==> config.mk <==
export PLATFORM = sky130hd
export DESIGN_NAME = pic_cmd_port
export DESIGN_NICKNAME = d
export VERILOG_FILES = /design/src/rtl/pic_cmd_pkg.sv /design/src/rtl/pic_init_seq.sv /design/src/rtl/pic_isr_unit.sv /design/src/rtl/pic_cmd_port.sv
export SDC_FILE = /design/constraint.sdc
export NUM_CORES = 1
export LEC_CHECK = 0
export ABC_AREA = 1
export BUFFER_PORTS_ARGS = -buffer_cell sky130_fd_sc_hd__buf_2
export CORE_MARGIN = 5
export CORE_UTILIZATION = 25
export DETAILED_ROUTE_END_ITERATION = 8
export PLACE_DENSITY_LB_ADDON = 0.25
export RECOVER_POWER = 50
export SETUP_SLACK_MARGIN = 0.05
export SYNTH_ARGS = -nofsm -noshare
export SYNTH_HDL_FRONTEND = slang
export SYNTH_HIERARCHICAL = 1
export SYNTH_SLANG_ARGS = --single-unit
==> constraint.sdc <==
create_clock -name clk_i -period 4.7 [get_ports clk_i]
set_input_delay 0.235 -clock clk_i [delete_from_list [all_inputs] [get_ports clk_i]]
set_output_delay 0.235 -clock clk_i [all_outputs]
set_load 0.05 [all_outputs]
==> src/rtl/pic_cmd_pkg.sv <==
package pic_cmd_pkg;

  typedef enum logic [1:0] {
    STEP_RUN  = 2'd0,
    STEP_BASE = 2'd1,
    STEP_CASC = 2'd2,
    STEP_MODE = 2'd3
  } init_step_e;

  typedef enum logic [2:0] {
    OP_RAEOI_CLR  = 3'd0,
    OP_EOI_NS     = 3'd1,
    OP_NOP        = 3'd2,
    OP_EOI_SP     = 3'd3,
    OP_RAEOI_SET  = 3'd4,
    OP_EOI_NS_ROT = 3'd5,
    OP_SET_PRIO   = 3'd6,
    OP_EOI_SP_ROT = 3'd7
  } op_cmd_e;

endpackage

==> src/rtl/pic_init_seq.sv <==
module pic_init_seq
  import pic_cmd_pkg::*;
(
  input  logic       clk_i,
  input  logic       rst_ni,
  input  logic       start_i,
  input  logic       four_i,
  input  logic       single_i,
  input  logic       wr1_i,
  output init_step_e step_o,
  output logic       ld_base_o,
  output logic       ld_mode_o,
  output logic       ld_mask_o
);

  init_step_e step_q;
  logic       four_q, single_q;

  always_ff @(posedge clk_i or negedge rst_ni) begin
    if (!rst_ni) begin
      step_q   <= STEP_RUN;
      four_q   <= 1'b0;
      single_q <= 1'b0;
    end else if (start_i) begin
      step_q   <= STEP_BASE;
      four_q   <= four_i;
      single_q <= single_i;
    end else if (wr1_i) begin
      unique case (step_q)
        STEP_BASE: step_q <= !single_q ? STEP_CASC : (four_q ? STEP_MODE : STEP_RUN);
        STEP_CASC: step_q <= four_q ? STEP_MODE : STEP_RUN;
        STEP_MODE: step_q <= STEP_RUN;
        default:   step_q <= STEP_RUN;
      endcase
    end
  end

  assign step_o    = step_q;
  assign ld_base_o = wr1_i && step_q == STEP_BASE;
  assign ld_mode_o = wr1_i && step_q == STEP_MODE;
  assign ld_mask_o = wr1_i && step_q == STEP_RUN;

  AST_START_TO_BASE: assert property (@(posedge clk_i) disable iff (!rst_ni)
    start_i |=> step_q == STEP_BASE);
  AST_SINGLE_SKIPS_CASC: assert property (@(posedge clk_i) disable iff (!rst_ni)
    (wr1_i && !start_i && single_q && step_q == STEP_BASE) |=> step_q != STEP_CASC);
  AST_MODE_ENDS_INIT: assert property (@(posedge clk_i) disable iff (!rst_ni)
    (wr1_i && !start_i && step_q == STEP_MODE) |=> step_q == STEP_RUN);

endmodule

==> src/rtl/pic_isr_unit.sv <==
module pic_isr_unit
  import pic_cmd_pkg::*;
#(
  parameter int LINE_W = 3,
  localparam int NLINES = 1 << LINE_W
) (
  input  logic              clk_i,
  input  logic              rst_ni,
  input  logic              clear_all_i,
  input  logic [NLINES-1:0] set_i,
  input  logic              op_valid_i,
  input  op_cmd_e           op_i,
  input  logic [LINE_W-1:0] op_line_i,
  input  logic [NLINES-1:0] poll_clr_i,
  output logic [NLINES-1:0] isr_o,
  output logic [LINE_W-1:0] off_o
);

  logic [NLINES-1:0] isr_q, eoi_clr;
  logic [LINE_W-1:0] off_q, off_nxt, hp_line, idx;
  logic              hp_found, off_ld;

  // rotated scan: priority p maps to line (p + off); lowest p wins
  always_comb begin
    hp_found = 1'b0;
    hp_line  = '0;
    idx      = '0;
    for (int p = NLINES - 1; p >= 0; p--) begin
      idx = LINE_W'(p) + off_q;
      if (isr_q[idx]) begin
        hp_found = 1'b1;
        hp_line  = idx;
      end
    end
  end

  always_comb begin
    eoi_clr = '0;
    off_ld  = 1'b0;
    off_nxt = off_q;
    if (op_valid_i) begin
      unique case (op_i)
        OP_EOI_NS: if (hp_found) eoi_clr[hp_line] = 1'b1;
        OP_EOI_NS_ROT: if (hp_found) begin
          eoi_clr[hp_line] = 1'b1;
          off_ld  = 1'b1;
          off_nxt = hp_line + 1'b1;
        end
        OP_EOI_SP: eoi_clr[op_line_i] = 1'b1;
        OP_SET_PRIO: begin
          off_ld  = 1'b1;
          off_nxt = op_line_i + 1'b1;
        end
        OP_EOI_SP_ROT: begin
          eoi_clr[op_line_i] = 1'b1;
          off_ld  = 1'b1;
          off_nxt = op_line_i + 1'b1;
        end
        default: ;
      endcase
    end
  end

  always_ff @(posedge clk_i or negedge rst_ni) begin
    if (!rst_ni) begin
      isr_q <= '0;
      off_q <= '0;
    end else if (clear_all_i) begin
      isr_q <= '0;
      off_q <= '0;
    end else begin
      isr_q <= (isr_q | set_i) & ~eoi_clr & ~poll_clr_i;
      if (off_ld) off_q <= off_nxt;
    end
  end

  assign isr_o = isr_q;
  assign off_o = off_q;

  AST_NS_EOI_ONE: assert property (@(posedge clk_i) disable iff (!rst_ni)
    (op_valid_i && op_i == OP_EOI_NS && set_i == '0 && poll_clr_i == '0 && isr_q != '0)
    |=> $countones(isr_q) == $countones($past(isr_q)) - 1);
  AST_SP_EOI_CLEARS: assert property (@(posedge clk_i) disable iff (!rst_ni)
    (op_valid_i && op_i == OP_EOI_SP && set_i == '0) |=> !isr_q[$past(op_line_i)]);
  AST_SET_PRIO_OFF: assert property (@(posedge clk_i) disable iff (!rst_ni)
    (op_valid_i && op_i == OP_SET_PRIO && !clear_all_i)
    |=> off_q == LINE_W'($past(op_line_i) + 1'b1));

endmodule

==> src/rtl/pic_cmd_port.sv <==
module pic_cmd_port
  import pic_cmd_pkg::*;
#(
  parameter int DATA_W = 8,
  parameter int LINE_W = 3,
  localparam int NLINES = 1 << LINE_W
) (
  input  logic              clk_i,
  input  logic              rst_ni,
  input  logic              wr_i,
  input  logic              rd_i,
  input  logic              addr_i,
  input  logic [DATA_W-1:0] wdata_i,
  input  logic [NLINES-1:0] irr_i,
  input  logic              win_valid_i,
  input  logic [LINE_W-1:0] win_line_i,
  input  logic [NLINES-1:0] isr_set_i,
  output logic [DATA_W-1:0] rdata_o,
  output logic [NLINES-1:0] irr_clr_o,
  output logic [DATA_W-1:0] vec_base_o,
  output logic [NLINES-1:0] mask_o,
  output logic [NLINES-1:0] isr_o,
  output logic [LINE_W-1:0] prio_off_o,
  output logic              auto_eoi_o,
  output logic              rot_aeoi_o,
  output logic              spec_mask_o,
  output logic              spec_nest_o,
  output logic              init_active_o
);

  localparam logic [DATA_W-1:0] BASE_KEEP = ~DATA_W'((1 << LINE_W) - 1);

  logic       wr0, wr1, start, mode_wr, op_wr, poll_hit;
  logic       ld_base, ld_mode, ld_mask;
  init_step_e step;
  op_cmd_e    op;

  logic [NLINES-1:0] mask_q, poll_clr;
  logic [DATA_W-1:0] base_q;
  logic poll_q, rsel_q, smm_q, aeoi_q, raeoi_q, sfnm_q;

  assign wr0     = wr_i && !addr_i;
  assign wr1     = wr_i && addr_i;
  assign start   = wr0 && wdata_i[4];
  assign mode_wr = wr0 && !wdata_i[4] && wdata_i[3];
  assign op_wr   = wr0 && !wdata_i[4] && !wdata_i[3];
  assign op      = op_cmd_e'(wdata_i[7:5]);

  pic_init_seq u_seq (
    .clk_i     (clk_i),
    .rst_ni    (rst_ni),
    .start_i   (start),
    .four_i    (wdata_i[0]),
    .single_i  (wdata_i[1]),
    .wr1_i     (wr1),
    .step_o    (step),
    .ld_base_o (ld_base),
    .ld_mode_o (ld_mode),
    .ld_mask_o (ld_mask)
  );

  assign poll_hit = rd_i && poll_q && win_valid_i;

  for (genvar i = 0; i < NLINES; i++) begin : g_pclr
    assign poll_clr[i] = poll_hit && win_line_i == LINE_W'(i);
  end

  pic_isr_unit #(.LINE_W(LINE_W)) u_isr (
    .clk_i       (clk_i),
    .rst_ni      (rst_ni),
    .clear_all_i (start),
    .set_i       (isr_set_i),
    .op_valid_i  (op_wr),
    .op_i        (op),
    .op_line_i   (wdata_i[LINE_W-1:0]),
    .poll_clr_i  (poll_clr),
    .isr_o       (isr_o),
    .off_o       (prio_off_o)
  );

  always_ff @(posedge clk_i or negedge rst_ni) begin
    if (!rst_ni) begin
      mask_q  <= '0;
      base_q  <= '0;
      poll_q  <= 1'b0;
      rsel_q  <= 1'b0;
      smm_q   <= 1'b0;
      aeoi_q  <= 1'b0;
      raeoi_q <= 1'b0;
      sfnm_q  <= 1'b0;
    end else if (start) begin
      mask_q  <= '0;
      base_q  <= '0;
      poll_q  <= 1'b0;
      rsel_q  <= 1'b0;
      smm_q   <= 1'b0;
      aeoi_q  <= 1'b0;
      raeoi_q <= 1'b0;
      sfnm_q  <= 1'b0;
    end else begin
      if (ld_mask) mask_q <= wdata_i[NLINES-1:0];
      if (ld_base) base_q <= wdata_i & BASE_KEEP;
      if (ld_mode) begin
        sfnm_q <= wdata_i[4];
        aeoi_q <= wdata_i[1];
      end
      if (mode_wr && wdata_i[2]) poll_q <= 1'b1;
      else if (rd_i)             poll_q <= 1'b0;
      if (mode_wr && wdata_i[1]) rsel_q <= wdata_i[0];
      if (mode_wr && wdata_i[6]) smm_q  <= wdata_i[5];
      if (op_wr && (op == OP_RAEOI_CLR || op == OP_RAEOI_SET)) raeoi_q <= wdata_i[7];
    end
  end

  always_comb begin
    if (poll_q)      rdata_o = win_valid_i ? DATA_W'(win_line_i) : DATA_W'(NLINES - 1);
    else if (addr_i) rdata_o = DATA_W'(mask_q);
    else if (rsel_q) rdata_o = DATA_W'(isr_o);
    else             rdata_o = DATA_W'(irr_i);
  end

  assign irr_clr_o     = poll_clr;
  assign vec_base_o    = base_q;
  assign mask_o        = mask_q;
  assign auto_eoi_o    = aeoi_q;
  assign rot_aeoi_o    = raeoi_q;
  assign spec_mask_o   = smm_q;
  assign spec_nest_o   = sfnm_q;
  assign init_active_o = step != STEP_RUN;

  AST_INIT_CLEARS: assert property (@(posedge clk_i) disable iff (!rst_ni)
    start |=> (mask_o == '0 && isr_o == '0 && prio_off_o == '0 && vec_base_o == '0));
  AST_MASK_LOAD: assert property (@(posedge clk_i) disable iff (!rst_ni)
    (wr1 && step == STEP_RUN) |=> mask_o == $past(wdata_i[NLINES-1:0]));
  AST_POLL_ONESHOT: assert property (@(posedge clk_i) disable iff (!rst_ni)
    (rd_i && poll_q && !(mode_wr && wdata_i[2])) |=> !poll_q);
  AST_POLL_ISR_DROP: assert property (@(posedge clk_i) disable iff (!rst_ni)
    (poll_hit && isr_set_i == '0) |=> !isr_o[$past(win_line_i)]);
  AST_BASE_STABLE: assert property (@(posedge clk_i) disable iff (!rst_ni)
    (!wr_i) |=> $stable(vec_base_o));

endmodule

==> impl_metrics.env, run 1 <==
export IMPL_status="complete, but fails checks"
export IMPL_violations="max-capacitance violations, max-slew violations"
export IMPL_grt_util_met3_pct=2.176
export IMPL_crit_required_ns=4.85
export IMPL_via_per_inst=4.533
export IMPL_fillers=1263
export IMPL_setup_violations=0
export IMPL_final_antenna_net_count=0
export IMPL_clk_pin_slew_ns=0.05
export IMPL_drc_errors=0
export IMPL_place_hpwl_mm=7.334
export IMPL_ys_ff_latch=34
export IMPL_synth_cells=443
export IMPL_rsz0062_at_grt="no"
export IMPL_grt_busiest_layer="met2"
export IMPL_syn_to_final_growth_pct=21.53
export IMPL_ctsResizeCount=0
export IMPL_first_pass_iters=4
export IMPL_slowest_delay_ns=0.61
export IMPL_dp_cells=652
export IMPL_port_buffer_count=77
export IMPL_skew_ns=0.002348
export IMPL_place_ws_ns=1.650
export IMPL_cts_hold_buf=0
export IMPL_clock_path_buffers=2
export IMPL_power_density_mw_per_mm2=391.2
export IMPL_die_area_mm2=0.01352
export IMPL_avgSynthCellArea_um2=6.375
export IMPL_met2_usage_pct=22.46
export IMPL_gp_congestion=0.9430
export IMPL_coreArea_mm2=0.01094
export IMPL_netlist_area_mm2=0.002824
export IMPL_yosys_area_top_type="dfrtp_1"
export IMPL_clkLatencyLatePin_ns=0.27
export IMPL_initial_core_util_pct=25.82
export IMPL_grt_pass1_wl_mm=14.36
export IMPL_synthDistinctLibCells=34
export IMPL_hold_ws_ns=0.2409
export IMPL_cts_tree="built"
export IMPL_cap_violations=1
export IMPL_intPower_uw=711.0
export IMPL_synthArstFlopShare_pct=100.0
export IMPL_yosysWarnings=6
export IMPL_maxSlewViolCount=35
export IMPL_fin_crit_ns=3.082
export IMPL_crit_path_end_kind="flip-flop"
export IMPL_power_leakage_nw=1.860
export IMPL_finalHoldViolations=0
export IMPL_synth_edf_count=0
export IMPL_grtUsageMet1_pct=17.54
export IMPL_grt_overflow_total=0
export IMPL_yosysSeqAreaShare_pct=30.13
export IMPL_post_cts_buffers=0
export IMPL_clkPwrFrac_pct=24.3
export IMPL_synthFlopType="dfrtp_1"
export IMPL_yosysTopAreaCellShare_pct=30.13
export IMPL_diodes=0
export IMPL_combPwrFrac_pct=47.8
export IMPL_boundaryPins=81
export IMPL_finish_utilization_pct=31.38
export IMPL_slew_limit_headroom_pct=-26.12
export IMPL_r2r_setup_slack_ns=1.62
export IMPL_power_mw=1.343
export IMPL_antenna_found_initial=0
export IMPL_nNetsFinal=559
export IMPL_root_buffer="clkbuf_16"
export IMPL_p_sw_share_pct=47.05
export IMPL_min_path_type="input pin to flip-flop"
export IMPL_vias=2992
export IMPL_peakVddDrop_mv=0.1706
export IMPL_crit_chain="inv_2, ha_1, inv_1, nand3_1, nand3_1, nand2_1, a21oi_1, nand2_1, nand2_1, nand2_1, nand2_1, nand2_1, nand2_2, nand2_2, nand2_1, o21ai_0, ha_1, inv_1, nand2_1, nand3_1, o21ai_1"
export IMPL_cts_buffers_inserted=5
export IMPL_synth_area_leaders="dfrtp_1 (30%), nand2_1 (20%), nand3_1 (10%)"
export IMPL_num_rows=38
export IMPL_grt_max_degree=35
export IMPL_htreeDepth=2
export IMPL_tns_ns=0
export IMPL_die_y_um=116.3
export IMPL_wl_per_cell_um=13.28
export IMPL_design_area_mm2=0.003432
export IMPL_drt_iter0_drc=190
export IMPL_power_frac_seq_pct=27.8
export IMPL_synth_common_cells="nand2_1 (150), nand3_1 (58), inv_1 (50)"
export IMPL_yosysMostFrequentCell="nand2_1"
export IMPL_drive_above_1_share_pct=20.38
export IMPL_placed_cell_area_mm2=0.003316
export IMPL_critical_path_class="flip-flop to flip-flop"
export IMPL_p_sw_uw=631.7
export IMPL_layout_setup_ws_ns=1.618
export IMPL_crit_fanout=13
export IMPL_track_usage_pct=13.30
export IMPL_drt_total_wl_mm=8.763
export IMPL_crit_arrival_ns=3.24
export IMPL_cp_start_kind="flip-flop"
export IMPL_dieWidth_um=116.3
export IMPL_clock_fmax_mhz=324.5
export IMPL_clock_sink_count=34
export IMPL_period_share_pct=65.57
export IMPL_cpMaxStageDelayCell="dfrtp_1"
export IMPL_grt_pass1_vias=2868
export IMPL_cpMostUsedCell="nand2_1"
export IMPL_finalNonFillerCells=660
export IMPL_tightestPinTransition_ns=1.892
## flip-flops by register name, indices dropped and copies added (netlist names), 2 cells and up
signal / count
u_isr/isr_o: 8
vec_base_o: 5
mask_o: 8
u_seq/step_o: 2
u_isr/off_o: 3
## per-layer routing
metal / part of all wire, % / wire [um] / vias up
li1: - / - / 1568
met1: 46 / 4024 / 1341
met2: 46 / 4038 / 75
met3: 6.4 / 563 / 8
met4: 1.6 / 137 / 0
met5: 0 / 0 / -
## kinds of logic after synthesis
| group | after synthesis | synth area share (%) |
|---|---|---|
| AO/OA/AOI/OAI | 56 | 11.96 |
| buffers and inverters | 69 | 10.63 |
| adder cells (fa/ha/maj) | 7 | 3.101 |
| flip-flops | 34 | 30.13 |
| other | 1 | 0.1328 |
| AND/OR/NAND/NOR | 273 | 42.84 |
| XOR/XNOR | 3 | 1.197 |
## cells in the final DEF, fill, tap and decap left out, types with 2 or more instances in the layout
cell,Yosys,routed
nand2_2,11,11
o21ai_2,2,2
dfrtp_1,34,34
nor3_1,2,2
inv_1,50,51
nor2_2,2,2
nand4_1,5,5
clkbuf_16,0,5
nor2_1,34,34
nand3_2,4,4
o21ai_0,14,15
nand2_1,150,150
inv_2,7,6
o21ai_1,14,13
clkbuf_1,0,18
conb_1,1,3
o211ai_1,8,8
a21oi_2,7,7
or2_2,2,2
ha_1,7,7
a21oi_1,10,10
nand3_1,58,59
buf_2,4,59
## area by class of cell
class | instances | area [um2] | share of cell area [%]
Inverter | 59 | 224.0 | 6.526
Tap cell | 140 | 175.2 | 5.104
Clock buffer | 6 | 138.9 | 4.047
Sequential cell | 34 | 850.8 | 24.79
Multi-Input combinational cell | 342 | 1668 | 48.60
Timing Repair Buffer | 77 | 362.8 | 10.57
Clock inverter | 2 | 12.51 | 0.3646
## worst paths after layout
path | startpoint | end | cells past startpoint
max | u_isr/off_o[0] | u_isr/off_o[2] | 21
min | wdata_i[0] | u_seq/four_q | 3
max reg2reg | u_isr/off_o[0] | u_isr/off_o[2] | 21
min reg2reg | vec_base_o[4] | vec_base_o[4] | 2
max in group asynchronous | rst_ni | u_isr/off_o[0] | 1
min in group asynchronous | rst_ni | vec_base_o[4] | 1
## critical path: cells and delay by family (launching register included)
kind / cells / cell delay (ns)
simple gates: 13 / 1.01
fa+ha+maj: 2 / 0.63
flops: 1 / 0.61
buf+inv: 3 / 0.44
compound gates: 3 / 0.28
## power groups by stage
stage          Combinational (mW)  Clock, mW  Sequential [mW]
6_report                    0.642      0.327            0.373
5_1_grt                     0.716      0.352            0.381
4_1_cts                     0.654      0.336            0.374
3_5_place_dp                0.652          0            0.379
3_3_place_gp                0.654          0            0.379
2_1_floorplan               0.409          0            0.465
(Power assumes the default switching activity.)
==> run 2, diff against run 1 <==
clock period = 2.89 ns   (was 4.7 ns; I/O delays follow)
==> run 2 against run 1 <==
The flow still finishes with violations (max-capacitance violations, max-slew violations). Sequential share of layout area fell by 0.62 points. Sequential power rose by 62%. Core utilization increased by 0.90 points. Design area rose by 2.9%. Fmax increased by 22%. Routed wire length increased by 2.6%. Non-clock buffer count is 5 higher. Setup slack worse by 1.3 ns. Die area stayed put. Worst hold slack got worse by 0.094 ns. Largest power group unchanged. Highest routed layer unchanged.
==> impl_metrics.env, run 2 (same netlist as run 1, synthesis figures left out) <==
export IMPL_status="complete, but fails checks"
export IMPL_violations="max-capacitance violations, max-slew violations"
export IMPL_syn_to_final_growth_pct=25.03
export IMPL_num_rows=38
export IMPL_skew_ns=0.004309
export IMPL_maxSlewViolCount=35
export IMPL_die_area_mm2=0.01352
export IMPL_r2r_setup_slack_ns=0.35
export IMPL_port_buffer_count=77
export IMPL_power_mw=2.293
export IMPL_drt_total_wl_mm=8.995
export IMPL_dieWidth_um=116.3
export IMPL_period_share_pct=87.72
export IMPL_crit_required_ns=3.05
export IMPL_min_path_type="input pin to flip-flop"
export IMPL_drc_errors=0
export IMPL_coreArea_mm2=0.01094
export IMPL_grt_pass1_vias=2935
export IMPL_htreeDepth=2
export IMPL_fin_crit_ns=2.535
export IMPL_track_usage_pct=13.44
export IMPL_final_common_cell="nand2_1"
export IMPL_p_sw_mw=1.051
export IMPL_p_sw_share_pct=45.86
export IMPL_peakVddDrop_mv=0.2465
export IMPL_placed_cell_area_mm2=0.003339
export IMPL_place_hpwl_mm=7.475
export IMPL_grt_overflow_total=0
export IMPL_clk_pin_slew_ns=0.06
export IMPL_finish_utilization_pct=32.29
export IMPL_hold_ws_ns=0.1471
export IMPL_gp_congestion=0.9360
export IMPL_slew_limit_headroom_pct=-24.46
export IMPL_crit_path_end_kind="flip-flop"
export IMPL_initial_core_util_pct=25.82
export IMPL_root_buffer="clkbuf_16"
export IMPL_cts_buffers_inserted=5
export IMPL_drt_iter0_drc=135
export IMPL_die_y_um=116.3
export IMPL_antenna_found_initial=0
export IMPL_first_pass_iters=4
export IMPL_setup_violations=0
export IMPL_wl_per_cell_um=13.53
export IMPL_final_cell_mix="nand2_1 (150), nand3_1 (58), buf_2 (57)"
export IMPL_grt_max_degree=35
export IMPL_crit_arrival_ns=2.70
export IMPL_power_frac_seq_pct=26.4
export IMPL_tns_ns=0
export IMPL_clock_sink_count=34
export IMPL_clock_fmax_mhz=394.5
export IMPL_design_area_mm2=0.003531
export IMPL_clkPwrFrac_pct=26.5
export IMPL_cap_violations=1
export IMPL_nNetsFinal=564
export IMPL_via_per_inst=4.606
export IMPL_combPwrFrac_pct=47.1
export IMPL_drive_above_1_share_pct=22.10
export IMPL_cts_tree="built"
export IMPL_boundaryPins=81
export IMPL_intPower_mw=1.241
export IMPL_power_leakage_nw=1.884
export IMPL_cp_start_kind="flip-flop"
export IMPL_clkLatencyLatePin_ns=0.28
export IMPL_clock_path_buffers=2
export IMPL_rsz0062_at_grt="no"
export IMPL_critical_path_class="flip-flop to flip-flop"
export IMPL_grt_pass1_wl_mm=14.49
export IMPL_diodes=0
export IMPL_final_antenna_net_count=0
export IMPL_crit_fanout=12
export IMPL_vias=3063
export IMPL_tightestPinTransition_ns=1.867
export IMPL_finalHoldViolations=0
export IMPL_power_density_mw_per_mm2=649.3
==> run 2: critical path, stage by stage, from the launching register on <==
cell and delay, ns:
dfrtp_1 0.38, buf_4 0.20, ha_2 0.25, xor2_2 0.18, nand3_1 0.11, nand2_1 0.17
inv_2 0.05, nand2_1 0.05, nand2_1 0.04, nand2_1 0.05, nand2_1 0.04, nand2_1 0.05
nand2_1 0.05, nand2_2 0.08, nand2_2 0.07, nand2_1 0.06, o21a_2 0.13, inv_1 0.04
ha_1 0.26, nand2_1 0.08, o21ai_1 0.06
==> run 2: area by class of cell <==
type	count	area, um2
clock buffer	5	125.1
clock inverter	3	45.04
fill	1254	7405
inverter	59	229.0
multi-input combinational	342	1703
sequential	34	853.3
tap	140	175.2
timing repair buffer	82	400.4
==> run 2: path summary, 6_finish.rpt <==
check,start,end,cells past startpoint
max,u_isr/off_o[0],u_isr/off_o[1],20
min reg2reg,vec_base_o[4],vec_base_o[4],2
min in group asynchronous,rst_ni,vec_base_o[4],2
max reg2reg,u_isr/off_o[0],u_isr/off_o[1],20
min,wdata_i[0],u_seq/four_q,3
max in group asynchronous,rst_ni,u_isr/off_o[1],2
==> run 2: stage by stage <==
step / instances / worst slack, ns
final: 665 / 0.3549
after global routing: 665 / 0.08098
after CTS: 664 / 0.09605
after detailed placement: 655 / 0.1199
after global placement: 655 / 0.2231
after floorplan: 445 / 0.05479
==> run 2: metal layers <==
metal	routed length, um	up-vias	GRT usage (%)
met4	230	0	4.718
li1	-	1575	-
met3	542	19	2.591
met5	0	-	0
met1	4294	1389	17.79
met2	3928	80	21.89
==> run 2: power groups by stage <==
stage          clock (mW)  combinational, mW  sequential [mW]
2_1_floorplan           0              0.666            0.757
3_3_place_gp            0               1.08            0.612
3_5_place_dp            0               1.07            0.614
4_1_cts             0.620               1.08            0.607
5_1_grt             0.642               1.20            0.616
6_report            0.607               1.08            0.605
==> run 2: timing repair <==
item	CTS	global route
hold buffers	1	0
gates resized for setup	0	10
setup buffers	0	1
endpoints found under the hold margin	34	0
endpoints found under the setup margin	0	6
==> run 3, diff against run 2 <==
BUFFER_PORTS_ARGS = not set   (was -buffer_cell sky130_fd_sc_hd__buf_2)
DONT_BUFFER_PORTS = 1   (was not set)
==> run 3 against run 2 <==
The flow still finishes with violations (max-capacitance violations, max-slew violations). Register-to-register slack worse by 0.12 ns. Via count fell by 5.7%. Combinational power fell by 17%. Setup slack got worse by 0.12 ns. Clock skew is essentially flat. Fmax fell by 4.4%. First-iteration DRC count increased by 24%. Clock-buffer cell count stayed put. Critical path type unchanged. Critical endpoint is now u_isr/off_o[2]. Largest power group unchanged.
==> impl_metrics.env, run 3 (same netlist as run 1, synthesis figures left out) <==
export IMPL_status="complete, but fails checks"
export IMPL_violations="max-capacitance violations, max-slew violations"
export IMPL_track_usage_pct=13.28
export IMPL_coreArea_mm2=0.01094
export IMPL_cap_violations=1
export IMPL_slew_limit_headroom_pct=-22.24
export IMPL_grt_pass1_vias=2840
export IMPL_fin_crit_ns=2.650
export IMPL_antenna_found_initial=0
export IMPL_via_per_inst=4.736
export IMPL_crit_required_ns=3.05
export IMPL_htreeDepth=2
export IMPL_final_common_cell="nand2_1"
export IMPL_die_y_um=116.3
export IMPL_clock_sink_count=34
export IMPL_drive_above_1_share_pct=14.89
export IMPL_layout_setup_ws_ns=0.2395
export IMPL_hold_ws_ns=0.0001464
export IMPL_power_density_mw_per_mm2=671.0
export IMPL_maxSlewViolCount=35
export IMPL_drt_total_wl_mm=8.893
export IMPL_first_pass_iters=4
export IMPL_syn_to_final_growth_pct=16.79
export IMPL_diodes=0
export IMPL_die_area_mm2=0.01352
export IMPL_clkLatencyLatePin_ns=0.27
export IMPL_finalHoldViolations=0
export IMPL_initial_core_util_pct=25.82
export IMPL_dieWidth_um=116.3
export IMPL_clock_path_buffers=2
export IMPL_grt_overflow_total=0
export IMPL_critical_path_class="flip-flop to flip-flop"
export IMPL_vias=2889
export IMPL_dp_cells=597
export IMPL_place_hpwl_mm=7.217
export IMPL_wl_per_cell_um=14.58
export IMPL_final_cell_mix="nand2_1 (150), nand3_1 (58), inv_1 (49)"
export IMPL_num_rows=38
export IMPL_r2r_setup_slack_ns=0.24
export IMPL_tightestPinTransition_ns=1.834
export IMPL_gp_congestion=0.8776
export IMPL_crit_arrival_ns=2.81
export IMPL_final_antenna_net_count=0
export IMPL_grt_max_degree=35
export IMPL_min_path_type="input pin to flip-flop"
export IMPL_crit_path_end_kind="flip-flop"
export IMPL_clk_pin_slew_ns=0.06
export IMPL_skew_ns=0.004742
export IMPL_cts_buffers_inserted=5
export IMPL_finalNonFillerCells=610
export IMPL_place_ws_ns=0.2133
export IMPL_rsz0062_at_grt="no"
export IMPL_drt_iter0_drc=167
export IMPL_grt_pass1_wl_mm=14.38
export IMPL_peakVddDrop_mv=0.2071
export IMPL_boundaryPins=81
export IMPL_power_leakage_nw=1.702
export IMPL_period_share_pct=91.71
export IMPL_setup_violations=0
export IMPL_cts_tree="built"
export IMPL_port_buffer_count=0
export IMPL_crit_fanout=10
export IMPL_nNetsFinal=509
export IMPL_clock_fmax_mhz=377.3
export IMPL_root_buffer="clkbuf_16"
export IMPL_drc_errors=0
export IMPL_tns_ns=0
export IMPL_cp_start_kind="flip-flop"
export IMPL_finish_utilization_pct=30.16
run 3: changes by cell type in the layout (fill, tap and decap cells not counted), moves of 2 or more:
cell | previous run | this run
buf_2 | 57 | 0
clkbuf_1 | 20 | 8
buf_4 | 4 | 15
dlygate4sd3_1 | 1 | 3
inv_2 | 6 | 8
nor3_1 | 2 | 0
nor3_2 | 0 | 2
run 3: final cells by class:
class	instances	area [um2]
clock buffer	5	125.1
clock inverter	3	45.04
fill	1232	7637
inverter	59	224.0
multi-input combinational	342	1693
sequential	34	852.1
tap	140	175.2
timing repair buffer	27	183.9
run 3: power breakdown:
part | switching (mW) | internal (mW) | leakage, nW | total, mW
Sequential | 0.183 | 0.532 | 0.425 | 0.715
Combinational | 0.634 | 0.257 | 1.20 | 0.892
Clock | 0.200 | 0.406 | 0.0760 | 0.606
Total | 1.02 | 1.20 | 1.70 | 2.21
run 3: final timing paths:
path / startpoint / end / cells past startpoint
worst min-delay path: wdata_i[0] / u_seq/four_q / 2
worst max register to register: u_isr/off_o[1] / u_isr/off_o[2] / 21
max in group asynchronous: rst_ni / u_isr/off_o[1] / 2
min in group asynchronous: rst_ni / u_seq/step_o[1] / 2
worst min register to register: u_seq/four_q / u_seq/step_o[0] / 2
worst max-delay path: u_isr/off_o[1] / u_isr/off_o[2] / 21
run 3: metrics by stage:
stage | area (um2) | total power [mW]
3_3_place_gp | 3107 | 1.602
6_report | 3298 | 2.213
3_5_place_dp | 3107 | 1.602
4_1_cts | 3327 | 2.229
2_1_floorplan | 2833 | 1.423
5_1_grt | 3298 | 2.364
run 3: what timing repair did:
action	in CTS	in global routing
setup buffers	0	1
hold endpoints to repair	36	0
endpoints found under the setup margin	0	2
resized for setup	0	3
hold buffers	4	0
run 3: worst max-delay path, cell delays in order (launching register included):
cell and delay, ns:
dfrtp_2 0.42, inv_4 0.13, ha_2 0.33, inv_2 0.10, nand3_1 0.11, nand3_1 0.12
nand2_1 0.12, a21oi_1 0.16, nand2_1 0.06, nand2_1 0.06, nand2_1 0.04, nand2_1 0.06
nand2_1 0.07, nand2_2 0.07, nand2_2 0.09, nand2_1 0.06, o21ai_0 0.08, ha_1 0.22
inv_1 0.05, nand2_1 0.05, nand3_1 0.05, o21ai_1 0.06
run 3: routing by layer:
metal / track usage (%) / wire [um]
met3: 3.420 / 729
met2: 22.58 / 4134
met1: 17.13 / 3964
met5: 0 / 0
met4: 2.552 / 65
